File: src/rtl/gdb_pkg.sv
package gdb_pkg;

    typedef enum logic [1:0] {
        DBM_OFF       = 2'd0,
        DBM_KEEP_LOW  = 2'd1,
        DBM_KEEP_HIGH = 2'd2,
        DBM_SCRUB     = 2'd3
    } dbm_e;

    localparam int UNIT_SHIFT_MAX = 11;

    // log2 of the tick count per unit for each select value
    function automatic int unsigned unit_shift(input logic [1:0] sel);
        case (sel)
            2'b00:   return 1;
            2'b01:   return 3;
            2'b10:   return 9;
            default: return 11;
        endcase
    endfunction

endpackage

File: src/rtl/gdb_sync.sv
module gdb_sync #(
    parameter int STAGES = 2
) (
    input  logic clk,
    input  logic rst_n,
    input  logic d_i,
    output logic q_o
);

    logic [STAGES-1:0] stage_d, stage_q;

    always_comb begin
        stage_d = {stage_q[STAGES-2:0], d_i};
    end

    always_ff @(posedge clk or negedge rst_n) begin
        if (!rst_n) stage_q <= '0;
        else        stage_q <= stage_d;
    end

    assign q_o = stage_q[STAGES-1];

    assert_first_stage_R2: assert property (@(posedge clk) disable iff (!rst_n)
        1'b1 |=> stage_q[0] == $past(d_i));

endmodule

File: src/rtl/gdb_limit.sv
module gdb_limit
    import gdb_pkg::*;
#(
    parameter int CNT_W = 4,
    parameter int LIM_W = CNT_W + UNIT_SHIFT_MAX
) (
    input  logic [CNT_W-1:0] count_i,
    input  logic [1:0]       sel_i,
    output logic [LIM_W-1:0] limit_o
);

    logic [CNT_W-1:0] eff_count;

    always_comb begin
        eff_count = (count_i == '0) ? CNT_W'(1) : count_i;
        limit_o   = LIM_W'(eff_count) << unit_shift(sel_i);
    end

endmodule

File: src/rtl/gdb_core.sv
module gdb_core
    import gdb_pkg::*;
#(
    parameter int CNT_W = 4,
    parameter int LIM_W = CNT_W + UNIT_SHIFT_MAX
) (
    input  logic             clk,
    input  logic             rst_n,
    input  logic             s_i,
    input  logic             tick_i,
    input  logic [1:0]       mode_i,
    input  logic [CNT_W-1:0] count_i,
    input  logic [1:0]       sel_i,
    input  logic [LIM_W-1:0] limit_i,
    output logic [CNT_W-1:0] count_q_o,
    output logic [1:0]       sel_q_o,
    output logic             filt_o,
    output logic             change_o
);

    localparam int CFG_W = 2 + CNT_W + 2;

    typedef struct packed {
        logic             filt;
        logic             change;
        logic [LIM_W-1:0] cnt;
        logic [CFG_W-1:0] cfg;
    } st_t;

    st_t st_d, st_q;

    logic [CFG_W-1:0] cfg_in;
    logic             cfg_diff;
    dbm_e             mode_q;
    logic             pass_now;

    always_comb begin
        cfg_in   = {mode_i, count_i, sel_i};
        cfg_diff = (cfg_in != st_q.cfg);
        mode_q   = dbm_e'(st_q.cfg[CFG_W-1 -: 2]);
        pass_now = ((mode_q == DBM_KEEP_LOW)  && !s_i) ||
                   ((mode_q == DBM_KEEP_HIGH) &&  s_i);

        st_d     = st_q;
        st_d.cfg = cfg_in;
        if (cfg_diff) begin
            st_d.filt = s_i;
            st_d.cnt  = '0;
        end else if (mode_q == DBM_OFF) begin
            st_d.filt = s_i;
            st_d.cnt  = '0;
        end else if (s_i == st_q.filt) begin
            st_d.cnt = '0;
        end else if (pass_now) begin
            st_d.filt = s_i;
            st_d.cnt  = '0;
        end else if (tick_i) begin
            if (st_q.cnt == limit_i - LIM_W'(1)) begin
                st_d.filt = s_i;
                st_d.cnt  = '0;
            end else begin
                st_d.cnt = st_q.cnt + LIM_W'(1);
            end
        end
        st_d.change = (st_d.filt != st_q.filt);
    end

    always_ff @(posedge clk or negedge rst_n) begin
        if (!rst_n) st_q <= '0;
        else        st_q <= st_d;
    end

    assign filt_o    = st_q.filt;
    assign change_o  = st_q.change;
    assign count_q_o = st_q.cfg[2 +: CNT_W];
    assign sel_q_o   = st_q.cfg[1:0];

    assert_cnt_in_window_R4: assert property (@(posedge clk) disable iff (!rst_n)
        st_q.cnt < limit_i);

    assert_cfg_reload_R11: assert property (@(posedge clk) disable iff (!rst_n)
        ({mode_i, count_i, sel_i} != st_q.cfg) |=> (filt_o == $past(s_i) && st_q.cnt == '0));

    assert_bypass_follow_R3: assert property (@(posedge clk) disable iff (!rst_n)
        ({mode_i, count_i, sel_i} == st_q.cfg && mode_i == 2'd0) |=> filt_o == $past(s_i));

    assert_no_tick_hold_R13: assert property (@(posedge clk) disable iff (!rst_n)
        ({mode_i, count_i, sel_i} == st_q.cfg && mode_i == 2'd3 && !tick_i) |=> $stable(filt_o));

    assert_low_passes_R9: assert property (@(posedge clk) disable iff (!rst_n)
        ({mode_i, count_i, sel_i} == st_q.cfg && mode_i == 2'd1 && !s_i) |=> !filt_o);

    assert_high_passes_R10: assert property (@(posedge clk) disable iff (!rst_n)
        ({mode_i, count_i, sel_i} == st_q.cfg && mode_i == 2'd2 && s_i) |=> filt_o);

    assert_strobe_match_R12: assert property (@(posedge clk) disable iff (!rst_n)
        1'b1 |=> change_o == (filt_o != $past(filt_o)));

endmodule

File: src/rtl/gpio_debounce.sv
module gpio_debounce
    import gdb_pkg::*;
#(
    parameter int SYNC_STAGES = 2,
    parameter int CNT_W       = 4
) (
    input  logic             clk,
    input  logic             rst_n,
    input  logic             pin_raw,
    input  logic             rtc_tick,
    input  logic [1:0]       cfg_mode,
    input  logic [CNT_W-1:0] cfg_count,
    input  logic             cfg_large,
    input  logic             cfg_unit,
    output logic             pin_filt,
    output logic             pin_change
);

    localparam int LIM_W = CNT_W + UNIT_SHIFT_MAX;

    logic             pin_s;
    logic [CNT_W-1:0] count_q;
    logic [1:0]       sel_q;
    logic [LIM_W-1:0] limit;

    gdb_sync #(.STAGES(SYNC_STAGES)) u_sync (
        .clk   (clk),
        .rst_n (rst_n),
        .d_i   (pin_raw),
        .q_o   (pin_s)
    );

    gdb_limit #(.CNT_W(CNT_W), .LIM_W(LIM_W)) u_limit (
        .count_i (count_q),
        .sel_i   (sel_q),
        .limit_o (limit)
    );

    gdb_core #(.CNT_W(CNT_W), .LIM_W(LIM_W)) u_core (
        .clk       (clk),
        .rst_n     (rst_n),
        .s_i       (pin_s),
        .tick_i    (rtc_tick),
        .mode_i    (cfg_mode),
        .count_i   (cfg_count),
        .sel_i     ({cfg_large, cfg_unit}),
        .limit_i   (limit),
        .count_q_o (count_q),
        .sel_q_o   (sel_q),
        .filt_o    (pin_filt),
        .change_o  (pin_change)
    );

    assert_reset_quiet_R1: assert property (@(posedge clk)
        !rst_n |=> (!pin_filt && !pin_change));

endmodule

File: config.mk
export PLATFORM = sky130hd
export DESIGN_NAME = gpio_debounce
export DESIGN_NICKNAME = d
export VERILOG_FILES = /design/src/rtl/gdb_pkg.sv /design/src/rtl/gdb_sync.sv /design/src/rtl/gdb_limit.sv /design/src/rtl/gdb_core.sv /design/src/rtl/gpio_debounce.sv
export SDC_FILE = /design/constraint.sdc
export NUM_CORES = 1
export LEC_CHECK = 0
export BUFFER_PORTS_ARGS = -buffer_cell sky130_fd_sc_hd__buf_2
export CORE_MARGIN = 2
export CORE_UTILIZATION = 49
export CTS_BUF_LIST = sky130_fd_sc_hd__clkbuf_16
export CTS_CLUSTER_DIAMETER = 50
export DETAILED_ROUTE_END_ITERATION = 10
export GPL_TIMING_DRIVEN = 0
export PLACE_DENSITY = 0.67
export SETUP_SLACK_MARGIN = 0.05
export SYNTH_ARGS = -nofsm -noshare
export SYNTH_HDL_FRONTEND = slang
export SYNTH_SLANG_ARGS = --single-unit
File: constraint.sdc
create_clock -name clk -period 3.5 [get_ports clk]
set_input_delay 0.175 -clock clk [delete_from_list [all_inputs] [get_ports clk]]
set_output_delay 0.175 -clock clk [all_outputs]
set_load 0.02 [all_outputs]
==> reports/results.ini, run 1 <==
[detailed_routing]
ant_nets = 0
wl_um = 5060
drc = 0
wl_per_cell_um = 16.4
viasPerCell = 5.99
drt-pass1-iter-count = 4
dr.first_iter.drc_count = 129
via_count = 1844

[setup_path]
critical_path_class = flop to flop
cp_max_fo = 10
crit_chain = buf_2 > buf_2 > nor2_1 > o21ai_0 > ha_1 > nor3b_1 > o21a_1 > mux2_2 > a211oi_2 > a221oi_1 > a21o_1
reg2reg_to = u_core.st_q[21]$_DFFE_PN0P_
end_kind = flop
crit_top_cell = buf_2
startpoint_type = flop
slowest_delay_ps = 480
reg2reg_depth = 11
r2r_start = u_core.sel_q_o[0]$_DFF_PN0_
critPathRequiredTime_ps = 3650
reg2reg_slack_ps = 370
crit_arrival_ps = 3290
slowest_stage = a211oi_2

[yosys]
synth_top_area_frac = 0.330
yosys_warnings = 0
synth-edff-count = 0
avgSynthCellArea_um2 = 8.47
ys_ff_latch = 27
syn_nets = 256
synth-xor-area-share = 0.0855
synthAdderAreaFrac = 0.0122
synth_seq_area_share = 0.330
synth_compound_area_frac = 0.274
synth_cell_type_count = 52
postSynthCellCount = 242
synth_top_family_by_area = compound AO/OA/AOI/OAI gates
syn_area_mm2 = 0.00205
yosysTopAreaCell = dfrtp_1
synthArstFlopShare = 1.00
ys_dominant_reg_cell = dfrtp_1
synthMuxAreaShare = 0.0250
synthSimpleGateAreaFrac = 0.231
synth_area_leaders = dfrtp_1 (33%), xnor2_1 (5.6%), nand2_1 (5.1%)

[clock_network]
cts_tree = yes
cts_htree_levels = 1
cts.sinks = 27
cts-resized-gates = 0
cts-root-buf = clkbuf_16
clk_latency_ps = 260
cts_setup_buffers = 0
cts_buffer_depth = 2
numCtsBuffers = 3
clk_pin_slew_ps = 70

[die]
die_area_mm2 = 0.00472
design.core.area_mm2 = 0.00400
die_x_um = 68.7
rows = 23
io_pins = 14
fp.dieH_um = 68.7
start_util = 0.512

[layout]
postLayoutCellArea_mm2 = 0.00226
drive_above_1_share = 0.128
final_common_cell = nand2_1
syn2layout_area_growth_pct = 10.2
layout_common_cells = nand2_1 (28), dfrtp_1 (27), buf_2 (17), nor2_1 (17), xnor2_1 (13)
nNetsFinal = 273
antenna_cells = 0

[sta]
max-slew-margin-rel = 0.593
timing.final.crit_share = 0.896
slew_violations = 0
hold_viol = 0
worst_slew_pin_slew_ps = 611
layout_min_cycle_time_ps = 3130
setup_violations = 0
finalWorstSetupSlack_ps = 365
grt_setup_unrepaired = false
skew_ps = 1.56
fmax_mhz = 319
fin_tns_setup_ps = 0

[placed_design]
dp_slack_ps = 167
hpwl_um = 3720
portBuffers = 13
place.gp.congestion = 0.792
postPlaceCellArea_mm2 = 0.00218

[power_and_ir_drop]
total_power_uw = 696
ir_worst_vdd_mv = 0.282
p_leak_nw = 0.887
power.density_mw_per_mm2 = 308

[global_routing]
grt_max_degree = 28
grt_pass1_vias = 1612
gr-total-overflow = 0
grt_first_pass_wirelength_um = 8180
grt_usage = 0.234
antenna_found_initial = 0

[run]
cap_violations = 0

[min_path]
hold_class = input pin to flop
holdPathStages = 1
hold_end = u_sync.stage_q[0]$_DFF_PN0_
hold_start = pin_raw

[outcome]
status = finished, final reports clean

[critical path, delay by kind of cell (launching register included)]
kind,cells,cell delay (ps)
AO/OA/AOI/OAI,5,1220
buffers and inverters,2,410
flip-flops,1,400
adder cells (fa/ha/maj),1,340
AND/OR/NAND/NOR,2,340
multiplexers,1,310
[power by group]
part	leakage (nW)	internal (mW)	switching, mW
sequential	0.349	0.320	0.00634
clock	0.0423	0.153	0.107
combinational	0.496	0.0444	0.0656
[Yosys cell counts (2+ instances only)]
| master | count |
|---|---|
| ha_1 | 2 |
| or2_2 | 5 |
| a21oi_1 | 4 |
| a211o_1 | 4 |
| o21a_1 | 2 |
| xor2_1 | 7 |
| o21ai_0 | 11 |
| nor3b_1 | 2 |
| a211oi_1 | 3 |
| buf_1 | 2 |
| nor2_1 | 17 |
| xnor2_1 | 13 |
| o22ai_1 | 2 |
| a31oi_1 | 3 |
| o211ai_1 | 10 |
| nand4_1 | 4 |
| o21ai_1 | 5 |
| and3_1 | 6 |
| dfrtp_1 | 27 |
| a221oi_1 | 6 |
| nor2b_1 | 2 |
| inv_1 | 7 |
| clkbuf_1 | 7 |
| a21o_1 | 6 |
| buf_2 | 4 |
| nand3_1 | 10 |
| nand3b_1 | 2 |
| nand2b_1 | 12 |
| mux2i_1 | 4 |
| o32ai_1 | 3 |
| nand2_1 | 28 |
| or3_1 | 2 |
[per-stage QoR]
stage / instances / utilization / hold WS, ps
after floorplan: 242 / - / -121
after global placement: 305 / 0.544 / 216
after detailed placement: 305 / 0.544 / 225
after CTS: 310 / 0.566 / 13.8
after global routing: 308 / 0.565 / 12.8
final: 308 / 0.565 / 14.8
[logic make-up after synthesis]
logic type                 Yosys count
xor gates and xnor gates            20
and+or+nand+nor                     94
adders and majority gates            2
AOI/OAI and AO/OA                   73
DFF                                 27
muxes                                5
buffers and inverters               21
[state kept, by name (all words and copies together) (netlist names)]
register,count
u_core.filt_o,1
u_core.sel_q_o,2
u_sync.stage_q,2
u_core.change_o,1
u_core.mode_q,2
u_core.count_q_o,4
u_core.st_q,15
[per-layer routing]
metal,up-vias,share of wire,GRT usage
met5,-,0,0
met4,0,0.014,0.0600
met3,7,0.039,0.0260
met2,46,0.45,0.353
met1,875,0.49,0.353
li1,916,-,-
[repair_timing]
item / in CTS / in global routing
hold buffers: 1 / 0
setup endpoints to repair: 0 / 17
hold endpoints to repair: 27 / 0
[worst max-delay path by stage]
stage,from,depth (start not counted),endpoint,slack [ps]
global route,u_core.sel_q_o[0]$_DFF_PN0_,11,u_core.st_q[17]$_DFFE_PN0P_,160
global placement,u_core.sel_q_o[1]$_DFF_PN0_,13,u_core.st_q[21]$_DFFE_PN0P_,230
detailed placement,u_core.sel_q_o[1]$_DFF_PN0_,13,u_core.st_q[10]$_DFFE_PN0P_,170
CTS,u_core.sel_q_o[1]$_DFF_PN0_,13,u_core.st_q[21]$_DFFE_PN0P_,140
floorplan,u_core.sel_q_o[1]$_DFF_PN0_,13,u_core.st_q[21]$_DFFE_PN0P_,820
finish,u_core.sel_q_o[0]$_DFF_PN0_,11,u_core.st_q[21]$_DFFE_PN0P_,370
[final cells by class]
type,instances,area [µm²]
Inverter,7,26.3
Clock inverter,1,3.75
Tap cell,50,62.6
Timing Repair Buffer,14,75.1
Clock buffer,3,75.1
Fill cell,371,1740
Buffer,12,53.8
Sequential cell,27,676
Multi-Input combinational cell,194,1290
Note: power is estimated with default switching activity, not from simulation.
==> inputs of run 2 (changes only) <==
--- a/config.mk
+++ b/config.mk
@@ -7,12 +7,11 @@
 export LEC_CHECK = 0
 export BUFFER_PORTS_ARGS = -buffer_cell sky130_fd_sc_hd__buf_2
 export CORE_MARGIN = 2
-export CORE_UTILIZATION = 49
+export CORE_UTILIZATION = 42
 export CTS_BUF_LIST = sky130_fd_sc_hd__clkbuf_16
 export CTS_CLUSTER_DIAMETER = 50
 export DETAILED_ROUTE_END_ITERATION = 10
 export GPL_TIMING_DRIVEN = 0
-export PLACE_DENSITY = 0.67
 export SETUP_SLACK_MARGIN = 0.05
 export SYNTH_ARGS = -nofsm -noshare
 export SYNTH_HDL_FRONTEND = slang
==> run 2 against run 1 <==
  * Via count about the same
  * Clock skew about the same
  * Cell area up 1.0%
  * Total power up 0.60%
  * Non-clock buffer count unchanged
  * Register-to-register slack about the same
  * Combinational power about the same
  * Count of clock-buffer cells in the layout unchanged
  * Global-route usage down 2.3 points
  * Sequential power about the same
  * Die area up 16%
  * Fmax down 0.39%
  * Highest routed layer unchanged
==> reports/results.ini, run 2 (synthesized netlist as in run 1, its figures left out) <==
[setup_path]
reg2reg_to = u_core.st_q[22]$_DFFE_PN0P_
cp_max_fo = 10
crit_chain = buf_2 > buf_2 > nor2_1 > o21ai_0 > ha_1 > nor3b_1 > o21a_1 > mux2_2 > a211oi_2 > a221oi_1 > a21o_1
critical_path_class = flop to flop
slowest_stage = a211oi_2
end_kind = flop
reg2reg_slack_ps = 350
r2r_start = u_core.sel_q_o[0]$_DFF_PN0_
critPathRequiredTime_ps = 3660
startpoint_type = flop
crit_top_cell = buf_2
reg2reg_depth = 11
crit_arrival_ps = 3310
slowest_delay_ps = 520

[min_path]
hold_class = input pin to flop
hold_end = u_sync.stage_q[0]$_DFF_PN0_
hold_start = pin_raw
holdPathStages = 1

[power_and_ir_drop]
p_int_uw = 518
power.density_mw_per_mm2 = 307
combPwrFrac = 0.157
p_sw_frac = 0.260
p_sw_uw = 182
p_leak_nw = 0.885
ir_worst_vdd_mv = 0.174
power_frac_clock = 0.379
p_seq_frac = 0.464

[global_routing]
antenna_found_initial = 0
grt_first_pass_wirelength_um = 8740
grt_pass1_vias = 1725
grt_usage = 0.210
gr-total-overflow = 0
grt_max_degree = 28

[die]
fp.dieH_um = 73.9
die_area_mm2 = 0.00545
start_util = 0.434
design.core.area_mm2 = 0.00472
io_pins = 14
rows = 25
die_x_um = 73.9

[detailed_routing]
drc = 0
wl_per_cell_um = 15.5
via_count = 1843
drt-pass1-iter-count = 5
ant_nets = 0
viasPerCell = 5.67
wl_um = 5050
dr.first_iter.drc_count = 186

[layout]
seq_area_um2 = 676
syn2layout_area_growth_pct = 11.3
drive_above_1_share = 0.132
fillers = 468
multi_input_area_mm2 = 0.00129
largest_register_ffs = 15
antenna_cells = 0
instances_no_fill = 325
layout_common_cells = nand2_1 (28), dfrtp_1 (27), buf_2 (17), nor2_1 (17), xnor2_1 (13)
final_common_cell = nand2_1
largest-register = u_core.st_q
nNetsFinal = 273

[placed_design]
place.gp.congestion = 0.814
dp.cells = 322
portBuffers = 13
hpwl_um = 3770

[clock_network]
cts_htree_levels = 1
numCtsBuffers = 3
cts_buffer_depth = 2
cts-root-buf = clkbuf_16
cts_tree = yes
cts_setup_buffers = 0
cts-resized-gates = 0
cts.sinks = 27
clk_latency_ps = 260
clk_pin_slew_ps = 70

[sta]
skew_ps = 1.69
fin_tns_setup_ps = 0
slew_violations = 0
fmax_mhz = 318
timing.final.crit_share = 0.899
max-slew-margin-rel = 0.572
hold_viol = 0
layout_min_cycle_time_ps = 3150
grt_setup_unrepaired = false
worst_slew_pin_slew_ps = 641
setup_violations = 0

[outcome]
status = finished, final reports clean

[run]
cap_violations = 0

==> run 2: changes by cell type in the layout (fill, tap and decap cells not counted) <==
| cell | change |
|---|---|
| clkinv_2 | +1 |
| inv_1 | -1 |
==> run 2: routing by layer <==
| layer | track usage | share of wire | vias to the layer above |
|---|---|---|---|
| met2 | 0.317 | 0.43 | 36 |
| met4 | 0.0606 | 0.015 | 0 |
| met1 | 0.315 | 0.50 | 876 |
| met5 | 0 | 0 | - |
| met3 | 0.0247 | 0.053 | 7 |
| li1 | - | - | 924 |
==> run 2: metrics by stage <==
step | worst slack (ps) | cell area, µm² | power (mW) | hold slack, ps | util
final | 353 | 2280 | 0.701 | 11.8 | 0.483
after global routing | 116 | 2280 | 0.734 | 2.35 | 0.483
after CTS | 182 | 2290 | 0.710 | 6.21 | 0.485
after detailed placement | 190 | 2200 | 0.440 | 226 | 0.465
after global placement | 224 | 2200 | 0.440 | 222 | 0.465
after floorplan | 818 | 2050 | 0.406 | -121 | -
==> run 2: how the worst max path moves through the flow <==
stage                                           start                           to  slack [ps]  cells after the start
after global routing      u_core.sel_q_o[0]$_DFF_PN0_  u_core.st_q[18]$_DFFE_PN0P_         120                     11
after floorplan           u_core.sel_q_o[1]$_DFF_PN0_  u_core.st_q[21]$_DFFE_PN0P_         820                     13
after detailed placement  u_core.sel_q_o[1]$_DFF_PN0_  u_core.st_q[22]$_DFFE_PN0P_         190                     13
after CTS                 u_core.sel_q_o[1]$_DFF_PN0_  u_core.st_q[22]$_DFFE_PN0P_         180                     13
final                     u_core.sel_q_o[0]$_DFF_PN0_  u_core.st_q[22]$_DFFE_PN0P_         350                     11
after global placement    u_core.sel_q_o[1]$_DFF_PN0_  u_core.st_q[21]$_DFFE_PN0P_         220                     13
==> run 2: repair_timing <==
action	CTS	global route
setup endpoints to repair	0	17
endpoints found under the hold margin	27	0
hold buffers	1	0
==> run 2: critical path, delay by kind of cell (launching register included) <==
| family | cells | cell delay, ps |
|---|---|---|
| adder cells (fa/ha/maj) | 1 | 340 |
| AO/OA/AOI/OAI | 5 | 1260 |
| multiplexers | 1 | 310 |
| flip-flops | 1 | 400 |
| AND/OR/NAND/NOR | 2 | 310 |
| buffers and inverters | 2 | 400 |
==> run 2: layout make-up <==
type	instances	area share
Clock inverter	1	0.00219
Multi-Input combinational cell	194	0.564
Inverter	7	0.0115
Clock buffer	3	0.0329
Sequential cell	27	0.296
Tap cell	67	0.0368
Timing Repair Buffer	14	0.0329
Buffer	12	0.0236
==> run 2: power by group through the flow <==
| stage | Sequential [mW] | Combinational [mW] | Clock [mW] |
|---|---|---|---|
| after floorplan | 0.333 | 0.0735 | 0 |
| after global placement | 0.332 | 0.108 | 0 |
| after detailed placement | 0.332 | 0.108 | 0 |
| after CTS | 0.325 | 0.110 | 0.275 |
| after global routing | 0.327 | 0.122 | 0.285 |
| final | 0.325 | 0.110 | 0.266 |
